File: src/rtl/fec_pkg.sv
// Package: shared types and codes for the flash erase command controller.
// Assumes: 8-bit command bytes; status bit positions are fixed by the host software.
package fec_pkg;

    typedef enum logic [3:0] {
        CMD_READ_ARRAY, CMD_ERASE_SETUP, CMD_CONFIRM, CMD_SUSPEND, CMD_READ_STATUS,
        CMD_CLEAR_STATUS, CMD_PROGRAM, CMD_QUERY, CMD_CONFIG, CMD_OTHER
    } cmd_e;

    typedef enum logic [2:0] {
        ST_IDLE, ST_ERASE_SETUP, ST_ERASING, ST_SUSPENDED, ST_PROG_SETUP, ST_PROGRAMMING
    } wsm_state_e;

    typedef enum logic [1:0] { RM_ARRAY, RM_STATUS, RM_QUERY } read_mode_e;

    localparam logic [7:0] CODE_READ_ARRAY   = 8'hFF;
    localparam logic [7:0] CODE_ERASE_SETUP  = 8'h20;
    localparam logic [7:0] CODE_CONFIRM      = 8'hD0;
    localparam logic [7:0] CODE_SUSPEND      = 8'hB0;
    localparam logic [7:0] CODE_READ_STATUS  = 8'h70;
    localparam logic [7:0] CODE_CLEAR_STATUS = 8'h50;
    localparam logic [7:0] CODE_PROGRAM      = 8'h40;
    localparam logic [7:0] CODE_QUERY        = 8'h98;
    localparam logic [7:0] CODE_CONFIG       = 8'hB8;
    localparam logic [7:0] QUERY_BYTE        = 8'h51;

endpackage

File: src/rtl/fec_cmd_decode.sv
// Module: turns a raw command byte into a command enum.
// Assumes: bytes with no code of their own map to CMD_OTHER.
module fec_cmd_decode
    import fec_pkg::*;
(
    input  logic [7:0] code_i,
    output cmd_e       cmd_o
);

    // Purpose: look up the byte in the command code set.
    always_comb begin
        case (code_i)
            CODE_READ_ARRAY:   cmd_o = CMD_READ_ARRAY;
            CODE_ERASE_SETUP:  cmd_o = CMD_ERASE_SETUP;
            CODE_CONFIRM:      cmd_o = CMD_CONFIRM;
            CODE_SUSPEND:      cmd_o = CMD_SUSPEND;
            CODE_READ_STATUS:  cmd_o = CMD_READ_STATUS;
            CODE_CLEAR_STATUS: cmd_o = CMD_CLEAR_STATUS;
            CODE_PROGRAM:      cmd_o = CMD_PROGRAM;
            CODE_QUERY:        cmd_o = CMD_QUERY;
            CODE_CONFIG:       cmd_o = CMD_CONFIG;
            default:           cmd_o = CMD_OTHER;
        endcase
    end

endmodule

File: src/rtl/fec_array.sv
// Module: behavioural byte array, organised in equal blocks.
// Assumes: an erase strobe fills one whole block with FFh in a single edge;
//          a program strobe overwrites one byte; erase wins if both hit a byte.
module fec_array #(
    parameter int NUM_BLOCKS  = 4,
    parameter int BLOCK_BYTES = 8,
    localparam int NBYTES     = NUM_BLOCKS * BLOCK_BYTES,
    localparam int ADDR_W     = $clog2(NBYTES),
    localparam int BLK_W      = $clog2(NUM_BLOCKS)
) (
    input  logic              clk,
    input  logic              rst_n,
    input  logic              erase_go_i,
    input  logic [BLK_W-1:0]  erase_blk_i,
    input  logic              prog_go_i,
    input  logic [ADDR_W-1:0] prog_addr_i,
    input  logic [7:0]        prog_data_i,
    input  logic [ADDR_W-1:0] rd_addr_i,
    output logic [7:0]        rd_byte_o
);

    logic [NBYTES*8-1:0] flat_w;

    for (genvar g = 0; g < NBYTES; g++) begin : g_byte
        localparam int unsigned G_BLK = g / BLOCK_BYTES;
        logic [7:0] byte_q;

        // Purpose: hold one array byte; reset to its own address, erase or program it.
        always_ff @(posedge clk) begin
            if (!rst_n)
                byte_q <= 8'(g);
            else if (erase_go_i && erase_blk_i == BLK_W'(G_BLK))
                byte_q <= 8'hFF;
            else if (prog_go_i && prog_addr_i == ADDR_W'(g))
                byte_q <= prog_data_i;
        end

        assign flat_w[g*8 +: 8] = byte_q;


        erase_fill_chk: assert property (@(posedge clk) disable iff (!rst_n)
            (erase_go_i && erase_blk_i == BLK_W'(G_BLK)) |=> byte_q == 8'hFF);
    end

    assign rd_byte_o = flat_w[{rd_addr_i, 3'b000} +: 8];

endmodule

File: src/rtl/fec_wsm.sv
// Module: command sequencer and status register for erase, suspend and program.
// Assumes: at most one command per cycle; the confirm address selects the block;
//          a suspend on the last erase cycle is lost to the completion.
module fec_wsm
    import fec_pkg::*;
#(
    parameter int NUM_BLOCKS   = 4,
    parameter int ADDR_W       = 5,
    parameter int BLK_W        = 2,
    parameter int ERASE_CYCLES = 64,
    parameter int PROG_CYCLES  = 6,
    localparam int CNT_W       = $clog2(ERASE_CYCLES + 1),
    localparam int PCNT_W      = $clog2(PROG_CYCLES + 1)
) (
    input  logic                  clk,
    input  logic                  rst_n,
    input  logic                  wr_en_i,
    input  cmd_e                  cmd_i,
    input  logic [ADDR_W-1:0]     wr_addr_i,
    input  logic [7:0]            wr_data_i,
    input  logic                  vpp_ok_i,
    input  logic                  hv_override_i,
    input  logic [NUM_BLOCKS-1:0] blk_lock_i,
    output logic [7:0]            status_o,
    output read_mode_e            read_mode_o,
    output logic                  erase_go_o,
    output logic [BLK_W-1:0]      erase_blk_o,
    output logic                  prog_go_o,
    output logic [ADDR_W-1:0]     prog_addr_o,
    output logic [7:0]            prog_data_o
);

    wsm_state_e        state_q, state_d;
    read_mode_e        rmode_q, rmode_d;
    logic              susp_q, susp_d, pend_q, pend_d;
    logic [3:0]        err_q, err_d;      // {erase, sequence, voltage, lock}
    logic [CNT_W-1:0]  ecnt_q, ecnt_d;
    logic [PCNT_W-1:0] pcnt_q, pcnt_d;
    logic [BLK_W-1:0]  eblk_q, eblk_d;
    logic [ADDR_W-1:0] paddr_q, paddr_d;
    logic [7:0]        pdata_q, pdata_d;
    logic [BLK_W-1:0]  wr_blk;
    logic              ready;

    assign wr_blk = wr_addr_i[ADDR_W-1 -: BLK_W];
    assign ready  = !(state_q == ST_ERASING || state_q == ST_PROGRAMMING);

    // Purpose: next-state, error and counter logic for every sequencer state.
    always_comb begin
        state_d = state_q; rmode_d = rmode_q; susp_d = susp_q; pend_d = pend_q;
        err_d = err_q; ecnt_d = ecnt_q; pcnt_d = pcnt_q; eblk_d = eblk_q;
        paddr_d = paddr_q; pdata_d = pdata_q;
        erase_go_o = 1'b0; prog_go_o = 1'b0;
        case (state_q)
            ST_IDLE, ST_SUSPENDED: begin
                if (wr_en_i) begin
                    case (cmd_i)
                        CMD_READ_ARRAY:   rmode_d = RM_ARRAY;
                        CMD_READ_STATUS:  rmode_d = RM_STATUS;
                        CMD_QUERY:        rmode_d = RM_QUERY;
                        CMD_CLEAR_STATUS: err_d = '0;
                        CMD_PROGRAM: begin
                            state_d = ST_PROG_SETUP; rmode_d = RM_STATUS;
                        end
                        CMD_ERASE_SETUP: if (state_q == ST_IDLE) begin
                            state_d = ST_ERASE_SETUP; rmode_d = RM_STATUS;
                        end
                        CMD_CONFIRM: if (state_q == ST_SUSPENDED) begin
                            state_d = ST_ERASING; susp_d = 1'b0; rmode_d = RM_STATUS;
                        end
                        default: ;
                    endcase
                end
            end
            ST_ERASE_SETUP: begin
                if (wr_en_i) begin
                    rmode_d = RM_STATUS;
                    state_d = ST_IDLE;
                    if (cmd_i != CMD_CONFIRM)
                        err_d = err_q | 4'b1100;
                    else if (!vpp_ok_i)
                        err_d = err_q | 4'b1010;
                    else if (blk_lock_i[wr_blk] && !hv_override_i)
                        err_d = err_q | 4'b1001;
                    else begin
                        state_d = ST_ERASING;
                        eblk_d  = wr_blk;
                        ecnt_d  = CNT_W'(ERASE_CYCLES - 1);
                    end
                end
            end
            ST_ERASING: begin
                if (ecnt_q == '0) begin
                    erase_go_o = 1'b1;
                    state_d    = ST_IDLE;
                end else begin
                    ecnt_d = ecnt_q - CNT_W'(1);
                    if (wr_en_i && cmd_i == CMD_SUSPEND) begin
                        state_d = ST_SUSPENDED; susp_d = 1'b1;
                    end
                end
            end
            ST_PROG_SETUP: begin
                if (wr_en_i) begin
                    if (susp_q && wr_blk == eblk_q) begin
                        err_d   = err_q | 4'b0100;
                        state_d = ST_SUSPENDED;
                    end else begin
                        state_d = ST_PROGRAMMING;
                        paddr_d = wr_addr_i;
                        pdata_d = wr_data_i;
                        pcnt_d  = PCNT_W'(PROG_CYCLES - 1);
                    end
                end
            end
            ST_PROGRAMMING: begin
                if (wr_en_i && cmd_i == CMD_CONFIRM && susp_q) pend_d = 1'b1;
                if (pcnt_q == '0) begin
                    prog_go_o = 1'b1;
                    if (!susp_q)
                        state_d = ST_IDLE;
                    else if (pend_d) begin
                        state_d = ST_ERASING; susp_d = 1'b0; pend_d = 1'b0;
                    end else
                        state_d = ST_SUSPENDED;
                end else
                    pcnt_d = pcnt_q - PCNT_W'(1);
            end
            default: state_d = ST_IDLE;
        endcase
    end

    // Purpose: register the sequencer state with synchronous active-low reset.
    always_ff @(posedge clk) begin
        if (!rst_n) begin
            state_q <= ST_IDLE; rmode_q <= RM_ARRAY; susp_q <= 1'b0; pend_q <= 1'b0;
            err_q <= '0; ecnt_q <= '0; pcnt_q <= '0; eblk_q <= '0;
            paddr_q <= '0; pdata_q <= '0;
        end else begin
            state_q <= state_d; rmode_q <= rmode_d; susp_q <= susp_d; pend_q <= pend_d;
            err_q <= err_d; ecnt_q <= ecnt_d; pcnt_q <= pcnt_d; eblk_q <= eblk_d;
            paddr_q <= paddr_d; pdata_q <= pdata_d;
        end
    end

    assign status_o    = {ready, susp_q, err_q[3], err_q[2], err_q[1], 1'b0, err_q[0], 1'b0};
    assign read_mode_o = rmode_q;
    assign erase_blk_o = eblk_q;
    assign prog_addr_o = paddr_q;
    assign prog_data_o = pdata_q;


    seq_err_chk: assert property (@(posedge clk) disable iff (!rst_n)
        (state_q == ST_ERASE_SETUP && wr_en_i && cmd_i != CMD_CONFIRM)
        |=> status_o[5] && status_o[4] && state_q == ST_IDLE);


    vpp_err_chk: assert property (@(posedge clk) disable iff (!rst_n)
        (state_q == ST_ERASE_SETUP && wr_en_i && cmd_i == CMD_CONFIRM && !vpp_ok_i)
        |=> status_o[5] && status_o[3] && state_q != ST_ERASING);


    lock_err_chk: assert property (@(posedge clk) disable iff (!rst_n)
        (state_q == ST_ERASE_SETUP && wr_en_i && cmd_i == CMD_CONFIRM && vpp_ok_i
         && blk_lock_i[wr_blk] && !hv_override_i)
        |=> status_o[5] && status_o[1] && state_q != ST_ERASING);


    suspend_hold_chk: assert property (@(posedge clk) disable iff (!rst_n)
        (state_q == ST_ERASING && ecnt_q != '0 && wr_en_i && cmd_i == CMD_SUSPEND)
        |=> status_o[7:6] == 2'b11 && ecnt_q == $past(ecnt_q) - CNT_W'(1));


    resume_wait_chk: assert property (@(posedge clk) disable iff (!rst_n)
        (state_q == ST_PROGRAMMING && susp_q && pcnt_q != '0)
        |=> state_q == ST_PROGRAMMING && status_o[6]);


    clear_keep_chk: assert property (@(posedge clk) disable iff (!rst_n)
        ((state_q == ST_IDLE || state_q == ST_SUSPENDED) && wr_en_i && cmd_i == CMD_CLEAR_STATUS)
        |=> status_o[5:3] == 3'b000 && !status_o[1] && status_o[6] == $past(status_o[6]));

endmodule

File: src/rtl/flash_erase_ctrl.sv
// Module: top of the flash erase command controller; bus decode, sequencer, array
//         and the registered read path.
// Assumes: NUM_BLOCKS and BLOCK_BYTES are powers of two, NUM_BLOCKS >= 2.
module flash_erase_ctrl
    import fec_pkg::*;
#(
    parameter int NUM_BLOCKS   = 4,
    parameter int BLOCK_BYTES  = 8,
    parameter int ERASE_CYCLES = 64,
    parameter int PROG_CYCLES  = 6,
    localparam int ADDR_W      = $clog2(NUM_BLOCKS * BLOCK_BYTES),
    localparam int BLK_W       = $clog2(NUM_BLOCKS)
) (
    input  logic                  clk,
    input  logic                  rst_n,
    input  logic                  bus_wr_i,
    input  logic [ADDR_W-1:0]     bus_addr_i,
    input  logic [7:0]            bus_wdata_i,
    input  logic                  bus_rd_i,
    output logic [7:0]            bus_rdata_o,
    input  logic                  vpp_ok_i,
    input  logic                  hv_override_i,
    input  logic [NUM_BLOCKS-1:0] blk_lock_i,
    output logic                  sts_busy_o
);

    cmd_e              cmd;
    read_mode_e        rmode;
    logic [7:0]        status, arr_byte;
    logic              erase_go, prog_go;
    logic [BLK_W-1:0]  erase_blk;
    logic [ADDR_W-1:0] prog_addr;
    logic [7:0]        prog_data;

    fec_cmd_decode u_dec (.code_i(bus_wdata_i), .cmd_o(cmd));

    fec_wsm #(
        .NUM_BLOCKS(NUM_BLOCKS), .ADDR_W(ADDR_W), .BLK_W(BLK_W),
        .ERASE_CYCLES(ERASE_CYCLES), .PROG_CYCLES(PROG_CYCLES)
    ) u_wsm (
        .clk(clk), .rst_n(rst_n), .wr_en_i(bus_wr_i), .cmd_i(cmd),
        .wr_addr_i(bus_addr_i), .wr_data_i(bus_wdata_i), .vpp_ok_i(vpp_ok_i),
        .hv_override_i(hv_override_i), .blk_lock_i(blk_lock_i),
        .status_o(status), .read_mode_o(rmode), .erase_go_o(erase_go),
        .erase_blk_o(erase_blk), .prog_go_o(prog_go), .prog_addr_o(prog_addr),
        .prog_data_o(prog_data)
    );

    fec_array #(.NUM_BLOCKS(NUM_BLOCKS), .BLOCK_BYTES(BLOCK_BYTES)) u_array (
        .clk(clk), .rst_n(rst_n), .erase_go_i(erase_go), .erase_blk_i(erase_blk),
        .prog_go_i(prog_go), .prog_addr_i(prog_addr), .prog_data_i(prog_data),
        .rd_addr_i(bus_addr_i), .rd_byte_o(arr_byte)
    );

    // Purpose: capture array, status or identification byte on a read strobe.
    always_ff @(posedge clk) begin
        if (!rst_n)
            bus_rdata_o <= '0;
        else if (bus_rd_i) begin
            case (rmode)
                RM_STATUS: bus_rdata_o <= status;
                RM_QUERY:  bus_rdata_o <= QUERY_BYTE;
                default:   bus_rdata_o <= arr_byte;
            endcase
        end
    end

    assign sts_busy_o = ~status[7];

endmodule

File: config.mk
export PLATFORM = sky130hd
export DESIGN_NAME = flash_erase_ctrl
export DESIGN_NICKNAME = d
export VERILOG_FILES = /design/src/rtl/fec_pkg.sv /design/src/rtl/fec_cmd_decode.sv /design/src/rtl/fec_array.sv /design/src/rtl/fec_wsm.sv /design/src/rtl/flash_erase_ctrl.sv
export SDC_FILE = /design/constraint.sdc
export NUM_CORES = 1
export LEC_CHECK = 0
export BUFFER_PORTS_ARGS = -buffer_cell sky130_fd_sc_hd__buf_2
export CAP_MARGIN = 30
export CORE_MARGIN = 8
export CORE_UTILIZATION = 45
export DETAILED_ROUTE_END_ITERATION = 10
export PLACE_DENSITY_LB_ADDON = 0.25
export SETUP_SLACK_MARGIN = 0.4
export SYNTH_ARGS = -nofsm -noshare
export SYNTH_HDL_FRONTEND = slang
export SYNTH_HIERARCHICAL = 1
export SYNTH_SLANG_ARGS = --single-unit
File: constraint.sdc
create_clock -name clk -period 2.5 [get_ports clk]
set_input_delay 0.5 -clock clk [delete_from_list [all_inputs] [get_ports clk]]
set_output_delay 0.5 -clock clk [all_outputs]
set_load 0.03 [all_outputs]
==> impl_metrics.xml <==
<?xml version="1.0" encoding="UTF-8"?>
<metrics>
  <group name="setup_path">
    <metric name="reg_to_reg_critical_path_endpoint" unit="">u_array/g_byte[7].byte_q[6]</metric>
    <metric name="critical_path.n_buffers_inverters" unit="">4</metric>
    <metric name="cp_common_cell" unit="">sky130_fd_sc_hd__buf_6</metric>
    <metric name="worst_r2r_path_depth" unit="">7</metric>
    <metric name="critPathRequiredTime" unit="ns">2.93</metric>
    <metric name="worstPathMaxFanout" unit="">6</metric>
    <metric name="critical_path_class" unit="">in -&gt; reg</metric>
    <metric name="worst_setup_path_end_kind" unit="">register</metric>
    <metric name="critPathTopFamily" unit="">simple AND/OR/NAND/NOR gates</metric>
    <metric name="worstSetupPathDepth" unit="">12</metric>
    <metric name="worst_setup_path_start_kind" unit="">input port</metric>
    <metric name="critical_path_arrival" unit="ns">2.73</metric>
    <metric name="critical_path.slowest_cell" unit="">sky130_fd_sc_hd__o32ai_4</metric>
    <metric name="r2r_setup_slack" unit="ns">0.21</metric>
    <metric name="rr_startpoint" unit="">u_wsm/ecnt_q[4]</metric>
    <metric name="crit_path_max_incr_delay" unit="ns">0.42</metric>
    <metric name="series_of_cell_instances_along_the_critical_path" unit="">buf_8 &gt; nor4_4 &gt; mux2_4 &gt; o32ai_4 &gt; nor4b_4 &gt; buf_6 &gt; buf_6 &gt; buf_6 &gt; a21oi_4 &gt; a21oi_2 &gt; nor3_4 &gt; mux2i_1</metric>
  </group>
  <group name="worst_hold_path">
    <metric name="hold-path-endpoint" unit="">bus_rdata_o[7]</metric>
    <metric name="min-delay-start" unit="">bus_rd_i</metric>
    <metric name="worstHoldPathType" unit="">in -&gt; reg</metric>
    <metric name="hold_depth" unit="">2</metric>
  </group>
  <group name="sta">
    <metric name="finalSetupViolCount" unit="">0</metric>
    <metric name="unrepaired_setup_endpoints_after_global_routing" unit="">true</metric>
    <metric name="worst_slew_margin_rel" unit="%">32.4</metric>
    <metric name="achievable-frequency" unit="MHz">435</metric>
    <metric name="fin_worst_skew" unit="ns">0.0128</metric>
    <metric name="summed_negative_setup_slack_over_all_endpoints" unit="ns">0</metric>
    <metric name="report.final.slew_viol_count" unit="">0</metric>
    <metric name="final_min_period_over_clock_period" unit="%">91.9</metric>
    <metric name="final_hold_viol_count" unit="">0</metric>
    <metric name="timing_worst_slew_pin_value" unit="ns">1.01</metric>
    <metric name="final.min_clock_period" unit="ns">2.30</metric>
  </group>
  <group name="yosys">
    <metric name="yosysWarnings" unit="">6</metric>
    <metric name="synth_edf_count" unit="">0</metric>
    <metric name="yosys.cell_types.count" unit="">75</metric>
    <metric name="synthDominantCellAreaShare" unit="%">40.0</metric>
    <metric name="yosys_most_used_dff" unit="">sky130_fd_sc_hd__dfxtp_1</metric>
    <metric name="synth.area.top_cells" unit="">sky130_fd_sc_hd__dfxtp_1 (40%), sky130_fd_sc_hd__mux4_2 (12%), sky130_fd_sc_hd__nand3_1 (12%)</metric>
    <metric name="ys_seq_elements" unit="">300</metric>
    <metric name="synthCells" unit="">1695</metric>
    <metric name="synth_top_area_cell" unit="">sky130_fd_sc_hd__dfxtp_1</metric>
    <metric name="synth_seq_area_share" unit="%">40.0</metric>
    <metric name="mapped_area" unit="mm^2">0.0150</metric>
    <metric name="synthArstFlopShare" unit="%">0</metric>
    <metric name="syn-mean-instance-area" unit="um^2">8.85</metric>
  </group>
  <group name="clocking">
    <metric name="cts-buffers-inserted" unit="">35</metric>
    <metric name="worstSkewPairLatency" unit="ns">0.51</metric>
    <metric name="clock-root-buffer" unit="">sky130_fd_sc_hd__clkbuf_16</metric>
    <metric name="clk_path_buf_depth" unit="">3</metric>
    <metric name="clk_pin_slew_worst_paths" unit="ns">0.06</metric>
    <metric name="cts_hold_repair.buffers" unit="">0</metric>
    <metric name="htree_num_levels" unit="">2</metric>
    <metric name="sink_count" unit="">300</metric>
    <metric name="cts_tree" unit="">done</metric>
  </group>
  <group name="grt">
    <metric name="global_route_wire_length_before_repair" unit="mm">78.2</metric>
    <metric name="first_global_vias" unit="">13390</metric>
    <metric name="grt_antenna_before_repair" unit="">3</metric>
    <metric name="grt_usage" unit="%">24.6</metric>
    <metric name="pin_count_of_the_biggest_net_entering_global_routing" unit="">66</metric>
    <metric name="grt_overflow" unit="">0</metric>
  </group>
  <group name="floorplanning">
    <metric name="core_area" unit="mm^2">0.0332</metric>
    <metric name="boundaryPins" unit="">32</metric>
    <metric name="floorplan.rows" unit="">67</metric>
    <metric name="die_area" unit="mm^2">0.0394</metric>
    <metric name="starting_utilization_of_the_core_area" unit="%">45.2</metric>
    <metric name="chipHeight" unit="um">199</metric>
    <metric name="die_w" unit="um">199</metric>
  </group>
  <group name="finish">
    <metric name="post_layout_nonfiller_instances" unit="">2205</metric>
    <metric name="num_antenna_cells" unit="">0</metric>
    <metric name="final_nets" unit="">1761</metric>
    <metric name="layout-drive-gt1-share" unit="%">30.4</metric>
    <metric name="layout_overhead_on_the_synthesized_area" unit="%">31.6</metric>
    <metric name="layout.core_utilization" unit="%">59.5</metric>
  </group>
  <group name="placed_design">
    <metric name="gp_congestion" unit="">0.843</metric>
    <metric name="placed_cells" unit="">2052</metric>
    <metric name="placement.io_buffers" unit="">31</metric>
    <metric name="post-dp-hpwl" unit="mm">27.1</metric>
  </group>
  <group name="run_status">
    <metric name="outcome" unit="">finished clean</metric>
  </group>
  <group name="job">
    <metric name="max_cap_viol_count" unit="">0</metric>
  </group>
  <group name="power">
    <metric name="peak_supply_drop" unit="mV">0.378</metric>
    <metric name="static-leakage-power" unit="nW">6.39</metric>
    <metric name="power.density_cell_area" unit="mW/mm^2">686</metric>
  </group>
  <group name="route">
    <metric name="route.final.wire_length" unit="mm">55.9</metric>
    <metric name="routedWlPerCell" unit="um">25.4</metric>
    <metric name="dr_total_vias" unit="">15086</metric>
    <metric name="drc_errors" unit="">0</metric>
    <metric name="drt_pass1_iterations" unit="">5</metric>
    <metric name="avgViaCountPerCell" unit="">6.84</metric>
    <metric name="drt_first_iter_violations" unit="">2032</metric>
    <metric name="route.antenna.remaining_nets" unit="">0</metric>
  </group>
</metrics>
cells in the final DEF (no fill, tap or decap), types with 5 or more instances in the layout:
cell,instances
sky130_fd_sc_hd__nand3_2,12
sky130_fd_sc_hd__a21oi_1,11
sky130_fd_sc_hd__mux2_4,6
sky130_fd_sc_hd__dfxtp_1,299
sky130_fd_sc_hd__a21oi_2,7
sky130_fd_sc_hd__buf_6,34
sky130_fd_sc_hd__o21ai_1,12
sky130_fd_sc_hd__a31oi_1,124
sky130_fd_sc_hd__buf_16,8
sky130_fd_sc_hd__clkbuf_8,7
sky130_fd_sc_hd__mux2i_1,17
sky130_fd_sc_hd__and2_4,7
sky130_fd_sc_hd__a31oi_2,10
sky130_fd_sc_hd__buf_2,25
sky130_fd_sc_hd__nand3b_1,7
sky130_fd_sc_hd__mux2_2,5
sky130_fd_sc_hd__inv_1,8
sky130_fd_sc_hd__nand3_1,333
sky130_fd_sc_hd__buf_4,104
sky130_fd_sc_hd__buf_8,5
sky130_fd_sc_hd__a31oi_4,53
sky130_fd_sc_hd__nand2b_1,7
sky130_fd_sc_hd__nor2_2,8
sky130_fd_sc_hd__nor2b_2,6
sky130_fd_sc_hd__clkbuf_1,11
sky130_fd_sc_hd__nand2_1,30
sky130_fd_sc_hd__clkbuf_16,56
sky130_fd_sc_hd__o21ai_0,263
sky130_fd_sc_hd__buf_12,27
sky130_fd_sc_hd__mux4_2,80
sky130_fd_sc_hd__nor2_1,32
cell families (layout without fill, tap and decap cells):
family | count (synthesis) | in the layout | synth area share (%)
DFF | 300 | 300 | 40.0
adders and majority gates | 5 | 5 | 0.417
and+or+nand+nor | 518 | 524 | 18.5
AOI/OAI and AO/OA | 513 | 513 | 19.7
other | 1 | 2 | 0.0250
muxes | 108 | 108 | 14.0
xor gates and xnor gates | 8 | 8 | 0.467
buffers and inverters | 242 | 297 | 6.85
worst max-delay path by stage:
stage,end,from
2_1_floorplan,u_wsm/err_q[0],bus_wdata_i[3]
3_3_place_gp,u_wsm/state_q[1],bus_wdata_i[2]
3_5_place_dp,u_wsm/state_q[1],bus_wdata_i[2]
4_1_cts,u_wsm/state_q[1],bus_wdata_i[1]
5_1_grt,u_wsm/read_mode_o[1],bus_wdata_i[0]
6_report,u_wsm/read_mode_o[0],bus_wdata_i[0]
metal layers:
metal / global-route usage, % / up-vias / routed length [um]
met1: 35.4 / 7391 / 22400
met5: 0 / - / 12
li1: - / 6480 / -
met3: 3.21 / 176 / 6120
met4: 8.10 / 2 / 2010
met2: 37.7 / 1037 / 25400
repair_timing:
item | in CTS | in global routing
pin swaps | 31 | 32
cloned | 6 | 37
gates resized for setup | 65 | 166
endpoints found under the setup margin | 233 | 279
buffers inserted | 26 | 23
report_power, final:
part	internal [mW]	total, mW	switching [mW]
Clock	3.22	5.26	2.04
Sequential	5.07	5.26	0.189
Combinational	1.27	3.03	1.77
Total	9.56	13.6	3.99
state kept, by name (all words and copies together) (netlist names):
name,count
u_wsm/state_q,3
u_wsm/ecnt_q,7
u_wsm/pcnt_q,3
u_wsm/erase_blk_o,2
u_wsm/err_q,4
bus_rdata_o,8
u_wsm/read_mode_o,2
u_wsm/prog_addr_o,5
u_wsm/susp_q,1
u_wsm/prog_data_o,8
u_wsm/pend_q,1
u_array/g_byte.byte_q,256
synthesized netlist by cell type (5+ instances only):
| master | n |
|---|---|
| sky130_fd_sc_hd__buf_1 | 12 |
| sky130_fd_sc_hd__nand3_1 | 346 |
| sky130_fd_sc_hd__dfxtp_1 | 300 |
| sky130_fd_sc_hd__a311oi_1 | 5 |
| sky130_fd_sc_hd__nand2_1 | 35 |
| sky130_fd_sc_hd__o21ai_0 | 274 |
| sky130_fd_sc_hd__nor3b_1 | 5 |
| sky130_fd_sc_hd__mux4_2 | 80 |
| sky130_fd_sc_hd__nor3_1 | 6 |
| sky130_fd_sc_hd__nand3b_1 | 7 |
| sky130_fd_sc_hd__nor2b_1 | 10 |
| sky130_fd_sc_hd__mux2_2 | 11 |
| sky130_fd_sc_hd__buf_6 | 7 |
| sky130_fd_sc_hd__a31oi_1 | 186 |
| sky130_fd_sc_hd__a21oi_1 | 19 |
| sky130_fd_sc_hd__mux2i_1 | 17 |
| sky130_fd_sc_hd__and2_1 | 6 |
| sky130_fd_sc_hd__inv_1 | 13 |
| sky130_fd_sc_hd__a211oi_1 | 5 |
| sky130_fd_sc_hd__buf_4 | 9 |
| sky130_fd_sc_hd__clkbuf_1 | 174 |
| sky130_fd_sc_hd__nand2b_1 | 9 |
| sky130_fd_sc_hd__ha_1 | 5 |
| sky130_fd_sc_hd__nor2_1 | 41 |
| sky130_fd_sc_hd__buf_2 | 24 |
per-stage QoR:
stage / instance area, um^2 / setup WS (ns) / total power, mW / hold WS (ns)
final: 19700 / 0.202 / 13.6 / 0.348
after global placement: 15900 / -0.430 / 7.47 / 0.455
after detailed placement: 15900 / -0.464 / 7.50 / 0.464
after floorplan: 15300 / -0.126 / 6.87 / 0.437
after global routing: 19700 / 0.103 / 13.9 / 0.360
after CTS: 17800 / 0.235 / 12.9 / 0.334
cell type report:
cell class | count | area [um^2]
inverters | 14 | 60.1
fillers | 2770 | 13400
clock buffers | 55 | 1060
clock inverters | 6 | 105
multi-input cells | 1160 | 9350
well taps | 448 | 561
flip-flops and latches | 300 | 6010
repair buffers | 222 | 2600
No activity file was read; power rests on OpenSTA's default activity.
